===== src/rtl/txe_pkg.sv =====
package txe_pkg;
  localparam int TICKS_PER_BIT = 16;

  function automatic int frame_delay(input int bits, input int ovs);
    if (bits < 1) return 0;
    return (bits - 1) * ovs;
  endfunction
endpackage


===== src/rtl/txe_history.sv =====
module txe_history #(
  parameter int CW = 5
) (
  input  logic          clk,
  input  logic          rst,
  input  logic          fifo_en,
  input  logic [CW-1:0] tx_count,
  input  logic          thre,
  output logic          multi,
  output logic          first
);
  logic fen_prev_q;
  logic thre_prev_q;
  logic thre_rise;

  assign thre_rise = thre & ~thre_prev_q;

  always_ff @(posedge clk) begin
    if (rst) begin
      multi       <= 1'b0;
      first       <= 1'b0;
      fen_prev_q  <= fifo_en;
      thre_prev_q <= 1'b1;
    end else begin
      fen_prev_q  <= fifo_en;
      thre_prev_q <= thre;
      multi       <= (tx_count >= CW'(2)) | (multi & ~thre);
      first       <= (fifo_en != fen_prev_q) | (first & ~thre_rise);
    end
  end
endmodule


===== src/rtl/txe_delay_timer.sv =====
module txe_delay_timer #(
  parameter int OVS = 16,
  parameter int BW  = 4
) (
  input  logic          clk,
  input  logic          rst,
  input  logic          start,
  input  logic          cancel,
  input  logic          baud_tick,
  input  logic          stop_phase,
  input  logic [BW-1:0] char_bits,
  output logic          done
);
  import txe_pkg::*;
  localparam int MAXLOAD = ((1 << BW) - 1) * OVS;
  localparam int TW      = $clog2(MAXLOAD + 1);

  logic          armed_q;
  logic [TW-1:0] cnt_q;
  logic [TW-1:0] load;

  assign load = TW'(frame_delay(int'(char_bits), OVS));
  assign done = armed_q & ((cnt_q == '0) | stop_phase);

  always_ff @(posedge clk) begin
    if (rst) begin
      armed_q <= 1'b0;
      cnt_q   <= '0;
    end else if (cancel) begin
      armed_q <= 1'b0;
    end else if (start && !armed_q) begin
      armed_q <= 1'b1;
      cnt_q   <= load;
    end else if (armed_q && baud_tick && cnt_q != '0) begin
      cnt_q <= cnt_q - 1'b1;
    end
  end
endmodule


===== src/rtl/txe_irq_latch.sv =====
module txe_irq_latch (
  input  logic clk,
  input  logic rst,
  input  logic thre,
  input  logic fifo_en,
  input  logic tx_ie,
  input  logic clr,
  output logic irq
);
  logic thre_prev_q;
  logic pend_q;
  logic pend_n;

  always_comb begin
    if (thre && !thre_prev_q) pend_n = 1'b1;
    else if (clr)             pend_n = 1'b0;
    else                      pend_n = pend_q;
    pend_n = pend_n & fifo_en;
  end

  always_ff @(posedge clk) begin
    if (rst) begin
      thre_prev_q <= 1'b1;
      pend_q      <= 1'b0;
      irq         <= 1'b0;
    end else begin
      thre_prev_q <= thre;
      pend_q      <= pend_n;
      irq         <= pend_n & fifo_en & tx_ie;
    end
  end
endmodule


===== src/rtl/txe_irq_gen.sv =====
module txe_irq_gen #(
  parameter int DEPTH = 16,
  parameter int OVS   = txe_pkg::TICKS_PER_BIT,
  parameter int BW    = 4,
  localparam int CW   = $clog2(DEPTH + 1)
) (
  input  logic          clk,
  input  logic          rst,
  input  logic          fifo_en,
  input  logic          tx_ie,
  input  logic [CW-1:0] tx_count,
  input  logic          thr_wr,
  input  logic          iid_rd,
  input  logic          baud_tick,
  input  logic [BW-1:0] char_bits,
  input  logic          stop_phase,
  output logic          thre,
  output logic          irq
);
  logic empty;
  logic multi;
  logic first;
  logic fast;
  logic start;
  logic done;
  logic thre_d;

  assign empty = (tx_count == '0);
  assign fast  = multi | first | ~fifo_en;
  assign start = empty & ~thre & ~fast;

  txe_history #(.CW(CW)) u_hist (
    .clk(clk), .rst(rst), .fifo_en(fifo_en), .tx_count(tx_count),
    .thre(thre), .multi(multi), .first(first)
  );

  txe_delay_timer #(.OVS(OVS), .BW(BW)) u_timer (
    .clk(clk), .rst(rst), .start(start), .cancel(~empty | thre),
    .baud_tick(baud_tick), .stop_phase(stop_phase),
    .char_bits(char_bits), .done(done)
  );

  always_comb begin
    if (!empty)     thre_d = 1'b0;
    else if (thre)  thre_d = 1'b1;
    else if (fast)  thre_d = 1'b1;
    else            thre_d = done;
  end

  always_ff @(posedge clk) begin
    if (rst) thre <= 1'b1;
    else     thre <= thre_d;
  end

  txe_irq_latch u_irq (
    .clk(clk), .rst(rst), .thre(thre), .fifo_en(fifo_en), .tx_ie(tx_ie),
    .clr(thr_wr | iid_rd), .irq(irq)
  );
endmodule


===== config.mk =====
export PLATFORM = sky130hd
export DESIGN_NAME = txe_irq_gen
export DESIGN_NICKNAME = d
export VERILOG_FILES = /design/src/rtl/txe_pkg.sv /design/src/rtl/txe_history.sv /design/src/rtl/txe_delay_timer.sv /design/src/rtl/txe_irq_latch.sv /design/src/rtl/txe_irq_gen.sv
export SDC_FILE = /design/constraint.sdc
export NUM_CORES = 1
export LEC_CHECK = 0
export ABC_AREA = 0
export BUFFER_PORTS_ARGS = -buffer_cell sky130_fd_sc_hd__buf_2
export CORE_ASPECT_RATIO = 0.7
export CORE_MARGIN = 1.5
export CORE_UTILIZATION = 35
export CTS_BUF_LIST = sky130_fd_sc_hd__clkbuf_4
export DETAILED_ROUTE_END_ITERATION = 8
export GPL_TIMING_DRIVEN = 0
export SLEW_MARGIN = 20
export SYNTH_ARGS = -nofsm -noshare
export SYNTH_HDL_FRONTEND = slang
export SYNTH_SLANG_ARGS = --single-unit

===== constraint.sdc =====
create_clock -name clk -period 1.8 [get_ports clk]
set_input_delay 0.36 -clock clk [delete_from_list [all_inputs] [get_ports clk]]
set_output_delay 0.36 -clock clk [all_outputs]
set_load 0.01 [all_outputs]

==> results of run 1 <==
[power groups by stage]
stage / Clock (uW) / Sequential [uW] / Combinational, uW
floorplan: 0 / 377 / 35.5
global placement: 0 / 377 / 65.5
detailed placement: 0 / 377 / 66.7
CTS: 203 / 369 / 67.1
global route: 213 / 371 / 74.5
finish: 191 / 369 / 66.6
[final timing paths]
kind | cells past startpoint | from | to
worst max-delay path | 5 | u_timer.cnt_q[4]$_SDFFE_PP0P_ | u_timer.cnt_q[7]$_SDFFE_PP0P_
worst min-delay path | 1 | fifo_en | u_hist.fen_prev_q$_DFF_P_
worst min register to register | 2 | u_timer.cnt_q[1]$_SDFFE_PP0P_ | u_timer.cnt_q[1]$_SDFFE_PP0P_
worst max register to register | 5 | u_timer.cnt_q[4]$_SDFFE_PP0P_ | u_timer.cnt_q[7]$_SDFFE_PP0P_
[registers in the layout (all words and copies together), names as in the netlist]
signal             flops
u_irq.irq              1
u_hist.first           1
u_timer.armed_q        1
u_irq.pend_q           1
thre                   1
u_timer.cnt_q          8
u_hist.multi           1
u_hist.fen_prev_q      1
u_irq.thre_prev_q      1
[kinds of logic after synthesis]
| family | after synthesis | synth area share [%] |
|---|---|---|
| buffers and inverters | 10 | 5.110 |
| multiplexers | 3 | 3.315 |
| adder cells (fa/ha/maj) | 3 | 4.144 |
| AO/OA/AOI/OAI | 28 | 20.44 |
| AND/OR/NAND/NOR | 48 | 30.67 |
| flip-flops | 16 | 35.36 |
| XOR/XNOR | 1 | 0.9670 |
[metal layers]
metal,global-route usage (%),routed length (um),share of wire [%]
met5,0,0,0
met4,2.609,8,0.40
met3,5.198,64,3.2
met2,22.50,867,44
met1,20.24,1041,53
[layout make-up]
class | count | area, um^2
well taps | 34 | 42.54
clock buffers | 3 | 22.52
repair buffers | 18 | 90.09
inverters | 7 | 26.28
plain buffers | 3 | 20.02
multi-input cells | 83 | 563.0
clock inverters | 1 | 3.754
fillers | 264 | 1369
flip-flops and latches | 16 | 321.6
[worst max-delay path: cells and delay by family (launching register included)]
kind,cells,cell delay [ps]
AOI/OAI and AO/OA,3,540
and+or+nand+nor,1,440
DFF,1,380
muxes,1,240
[stage by stage]
step           area [um^2]  TNS [ps]
2_1_floorplan        905.9         0
3_3_place_gp          1039    -21.58
3_5_place_dp          1039    -39.51
4_1_cts               1065         0
5_1_grt               1090    -2.610
6_report              1090         0
[cell usage after synthesis, types with 2 or more instances]
cell	count	area, um^2
nor3_1	4	20.02
nor3b_1	2	15.01
ha_1	3	37.54
nand3_1	6	30.03
o21ai_0	10	50.05
inv_1	7	26.28
mux2i_1	3	30.03
a31oi_1	2	12.51
nand2_1	8	30.03
nor2b_1	3	18.77
dfxtp_1	16	320.3
nor2_1	10	37.54
a21oi_1	5	25.02
and2_1	2	12.51
nor4_1	2	12.51
[timing repair]
action                                  4_1_cts  5_1_grt
gates resized for setup                       0        4
hold buffers                                  0        0
endpoints found under the setup margin        0        4
==> results.py, run 1 <==
metrics = {
    "outcome": {
        "status": "finished clean",
    },
    "placement": {
        "post-place-ws_ps": -35.48,
        "port_buffers": 18,
        "gp_congestion": 0.7880,
        "hpwl_um": 1535,
        "placed_cells": 161,
    },
    "layout": {
        "final_common_cell": "buf_2",
        "antenna_cells": 0,
        "nets": 152,
        "final_core_util_pct": 44.33,
        "drive_above_1_share_pct": 24.43,
        "final_cell_mix": "buf_2, dfxtp_1, nor2_1, o21ai_0, nand2_1",
        "area_growth_pct": 20.30,
        "fin_cells": 165,
    },
    "power": {
        "p_comb_share_pct": 10.6,
        "powerDensity_nw_per_um2": 575.6,
        "p_total_uw": 627.2,
        "p_seq_share_pct": 58.9,
        "switching_share_pct": 24.05,
        "intPower_uw": 476.4,
        "switching_power_uw": 150.8,
        "ir_drop_v": 0.0003152,
        "p_clk_share_pct": 30.5,
        "p_leak_uw": 0.0004575,
    },
    "timing": {
        "hold_viol": 0,
        "finalCritPeriodShare_pct": 95.23,
        "max_freq_ghz": 0.5834,
        "worst_clock_skew_ps": 2.652,
        "worstMarginPinSlew_ps": 651.0,
        "finalWorstSetupSlack_ps": 85.78,
        "final-max-slew-violation-count": 0,
        "timing.hold.ws_ps": 223.9,
        "relSlewSlack_pct": 56.20,
        "fin_crit_ps": 1714,
        "finalSetupViolations": 0,
    },
    "worst_setup_path": {
        "slowest_delay_ps": 440,
        "path_class": "reg2reg",
        "crit_path_start_kind": "register",
        "cp_max_fo": 8,
        "rrSetupSlack_ps": 90,
        "path_cells": "nor4_4 -> a31oi_4 -> o21ai_4 -> mux2i_1 -> o21ai_1",
        "arrival_ps": 1880,
        "cp-end-kind": "register",
        "required_ps": 1970,
        "worst_path_max_delay_cell": "nor4_4",
    },
    "grt": {
        "first_global_vias": 741,
        "grt_pass1_wl_um": 3284,
        "grt_max_degree": 11,
        "grt_use_total_pct": 14.70,
        "grt.overflow.total": 0,
        "antenna_found_initial": 0,
    },
    "clocking": {
        "cts_tree": "done",
        "clk_pin_slew_ps": 90,
        "cts_buffer_depth": 2,
        "clk-insertion-delay-late_ps": 280,
        "h-tree-depth": 1,
        "cts-root-buf": "clkbuf_4",
        "cts.sink_count": 16,
        "cts_setup_buffers": 0,
        "cts_buffers": 3,
    },
    "floorplan": {
        "die_h_um": 45.57,
        "die_w_um": 63.81,
        "io_pins": 19,
        "fp.dieArea_um2": 2907,
        "initial_core_util_pct": 36.84,
        "coreArea_um2": 2459,
        "core.rowCount": 15,
    },
    "yosys": {
        "synth-edff-count": 0,
        "synth_flop_cell": "dfxtp_1",
        "async_flop_share_pct": 0,
        "netlist_instances": 109,
        "yosysWarningCount": 0,
        "synthesis.area_um2": 905.9,
        "ys_seq_area_share_pct": 35.36,
        "syn_nets": 129,
        "ys_ff_latch": 16,
        "synthDistinctLibCells": 41,
        "avgSynthCellArea_um2": 8.311,
    },
    "flow_run": {
        "maxCapViolations": 0,
    },
    "drt": {
        "dr.first_iter.drc_count": 26,
        "via_per_inst": 5.097,
        "wire_per_inst_um": 12.01,
        "dr.pass1.iters": 4,
        "via_count": 841,
        "routed_wl_um": 1981,
        "drc": 0,
        "ant_nets": 0,
    },
    "min_path": {
        "hold_path_class": "in2reg",
    },
}
No activity file was read; power rests on OpenSTA's default activity.
==> run 2: changes to the inputs <==
SYNTH_HIERARCHICAL = 1   (was default)
==> run 2 against run 1 <==
The run now ends with setup timing left. Flip-flop and latch count rose by 1. Cell area rose by 23%. Clock skew rose by 4.9 ps. Critical path type is now in2reg. Largest power group unchanged.
==> results.py, run 2 <==
metrics = {
    "outcome": {
        "status": "finished with violations",
        "violations": "setup timing",
    },
    "timing": {
        "timing.hold.ws_ps": 237.6,
        "finalCritPeriodShare_pct": 115.9,
        "final-max-slew-violation-count": 0,
        "fin_crit_ps": 2086,
        "finalWorstSetupSlack_ps": -285.5,
        "worstMarginPinSlew_ps": 644.7,
        "finalSetupViolations": 8,
        "relSlewSlack_pct": 56.70,
        "rsz0062_at_grt": "true",
        "hold_viol": 0,
        "max_freq_ghz": 0.4795,
        "worst_clock_skew_ps": 7.525,
    },
    "placement": {
        "gp_congestion": 0.7691,
        "port_buffers": 18,
        "placed_cells": 166,
        "hpwl_um": 1689,
        "placed_cell_area_um2": 1129,
    },
    "floorplan": {
        "io_pins": 19,
        "coreArea_um2": 2534,
        "die_h_um": 47.01,
        "die_w_um": 65.87,
        "initial_core_util_pct": 38.22,
        "core.rowCount": 15,
        "fp.dieArea_um2": 3097,
    },
    "drt": {
        "dr.first_iter.drc_count": 35,
        "dr.pass1.iters": 4,
        "drc": 0,
        "via_count": 935,
        "routed_wl_um": 2418,
        "via_per_inst": 5.166,
        "ant_nets": 0,
        "wire_per_inst_um": 13.36,
    },
    "yosys": {
        "yosysWarningCount": 6,
        "synthTopCellsByCount": "dfxtp_1, a21oi_1, nor3_1",
        "yosys-top-cells-area": "dfxtp_1, a21oi_1, nor3_1",
        "synthesis.area_um2": 968.4,
        "synth_top_area_cell": "dfxtp_1",
        "synth_flop_cell": "dfxtp_1",
        "synth-edff-count": 0,
        "syn_nets": 134,
        "synthDistinctLibCells": 40,
        "ys_ff_latch": 17,
        "avgSynthCellArea_um2": 8.495,
        "synth.top_cell.area_share_pct": 35.14,
        "yosysMostFrequentCell": "dfxtp_1",
        "netlist_instances": 114,
        "async_flop_share_pct": 0,
        "ys_seq_area_share_pct": 35.14,
    },
    "power": {
        "p_leak_uw": 0.0005162,
        "ir_drop_v": 0.0002431,
        "powerDensity_nw_per_um2": 504.4,
        "p_total_uw": 678.5,
    },
    "layout": {
        "finalInstanceArea_um2": 1345,
        "antenna_cells": 0,
        "final_common_cell": "dfxtp_1",
        "seq_area_um2": 340.3,
        "nFillCells": 251,
        "top_register": "u_timer/cnt_q",
        "drive_above_1_share_pct": 40.82,
        "largest_register_ffs": 8,
        "final_core_util_pct": 53.09,
        "nets": 168,
        "fin_cells": 181,
        "multiInputGateArea_um2": 686.9,
        "final_cell_mix": "dfxtp_1, buf_2, a21oi_1",
        "area_growth_pct": 38.89,
    },
    "clocking": {
        "clk-insertion-delay-late_ps": 290,
        "cts_buffer_depth": 2,
        "h-tree-depth": 1,
        "clk_pin_slew_ps": 100,
        "cts_buffers": 3,
        "cts-root-buf": "clkbuf_4",
        "cts_tree": "done",
        "cts.sink_count": 17,
    },
    "worst_setup_path": {
        "cp_max_fo": 4,
        "cp-end-kind": "register",
        "arrival_ps": 2270,
        "crit_path_start_kind": "primary input",
        "required_ps": 1990,
        "worstRegToRegCells": 7,
        "path_class": "in2reg",
    },
    "grt": {
        "first_global_vias": 810,
        "grt_use_total_pct": 15.95,
        "grt_max_degree": 11,
        "grt.overflow.total": 0,
        "antenna_found_initial": 0,
        "grt_pass1_wl_um": 3712,
    },
    "min_path": {
        "hold_path_class": "in2reg",
        "whs_path_depth": 1,
    },
    "flow_run": {
        "maxCapViolations": 0,
    },
}
## run 2: cell types whose count changed after synthesis, sizes merged, moves of 3 or more
cell	before	now
o22ai	0	3
nor2	10	7
nand2	8	5
and2	3	0
mux2i	3	0
nand3	6	3
nand2b	1	7
nor3	4	9
a21oi	5	15
o21ai	12	2
## run 2: area by class of cell
cell class / count / share of cell area (%)
Inverter: 7 / 1.953
Buffer: 2 / 1.395
Timing Repair Buffer: 29 / 14.88
Clock buffer: 4 / 2.233
Tap cell: 34 / 3.163
Multi-Input combinational cell: 88 / 51.07
Sequential cell: 17 / 25.30
## run 2: per-stage QoR
step	worst slack [ps]	TNS (ps)
4_1_cts	-247.3	-1529
5_1_grt	-317.6	-2109
6_report	-285.5	-1736
3_5_place_dp	-760.9	-5510
2_1_floorplan	-448.3	-3204
3_3_place_gp	-725.1	-5313
## run 2: cell families after synthesis
logic type	Yosys count	share of synthesized area [%]
AO/OA/AOI/OAI	29	19.38
adder cells (fa/ha/maj)	3	3.876
AND/OR/NAND/NOR	53	35.14
XOR/XNOR	2	1.809
buffers and inverters	9	3.489
flip-flops	17	35.14
multiplexers	1	1.163
## run 2: report_power, final
group          internal (uW)  leakage, uW  switching, uW
Combinational           36.6     0.000359           34.5
Sequential               385     0.000139           4.77
Clock                    101    0.0000184            116
## run 2: repair_timing
| item | 4_1_cts | 5_1_grt |
|---|---|---|
| hold buffers | 0 | 0 |
| pin swaps | 10 | 6 |
| gates resized for setup | 11 | 11 |
| cloned | 0 | 0 |
| setup buffers | 9 | 2 |
| endpoints found under the hold margin | 0 | 0 |
| endpoints found under the setup margin | 8 | 8 |
## run 2: path summary, 6_finish.rpt
check / to / from / slack [ps]
worst max-delay path: u_timer/cnt_q[2]$_SDFFE_PP0P_ / tx_count[1] / -290
worst max register to register: u_timer/cnt_q[2]$_SDFFE_PP0P_ / u_hist/first$_SDFF_PP0_ / -60
worst min register to register: u_hist/multi$_SDFF_PP0_ / u_hist/multi$_SDFF_PP0_ / 460
worst min-delay path: u_hist/fen_prev_q$_DFF_P_ / fifo_en / 240
## run 2: per-layer routing
metal  global-route usage, %  share of wire [%]
met4                   3.750               0.33
met5                       0                  0
met1                   23.04                 51
met2                   24.44                 45
met3                   3.597                4.0
## run 2: critical path, stage by stage
cell and delay (ps):
buf_6 90, or4_4 520, or3_4 370, nand3b_1 220
buf_6 160, a21oi_4 170, o21ai_2 80, mux2_4 300
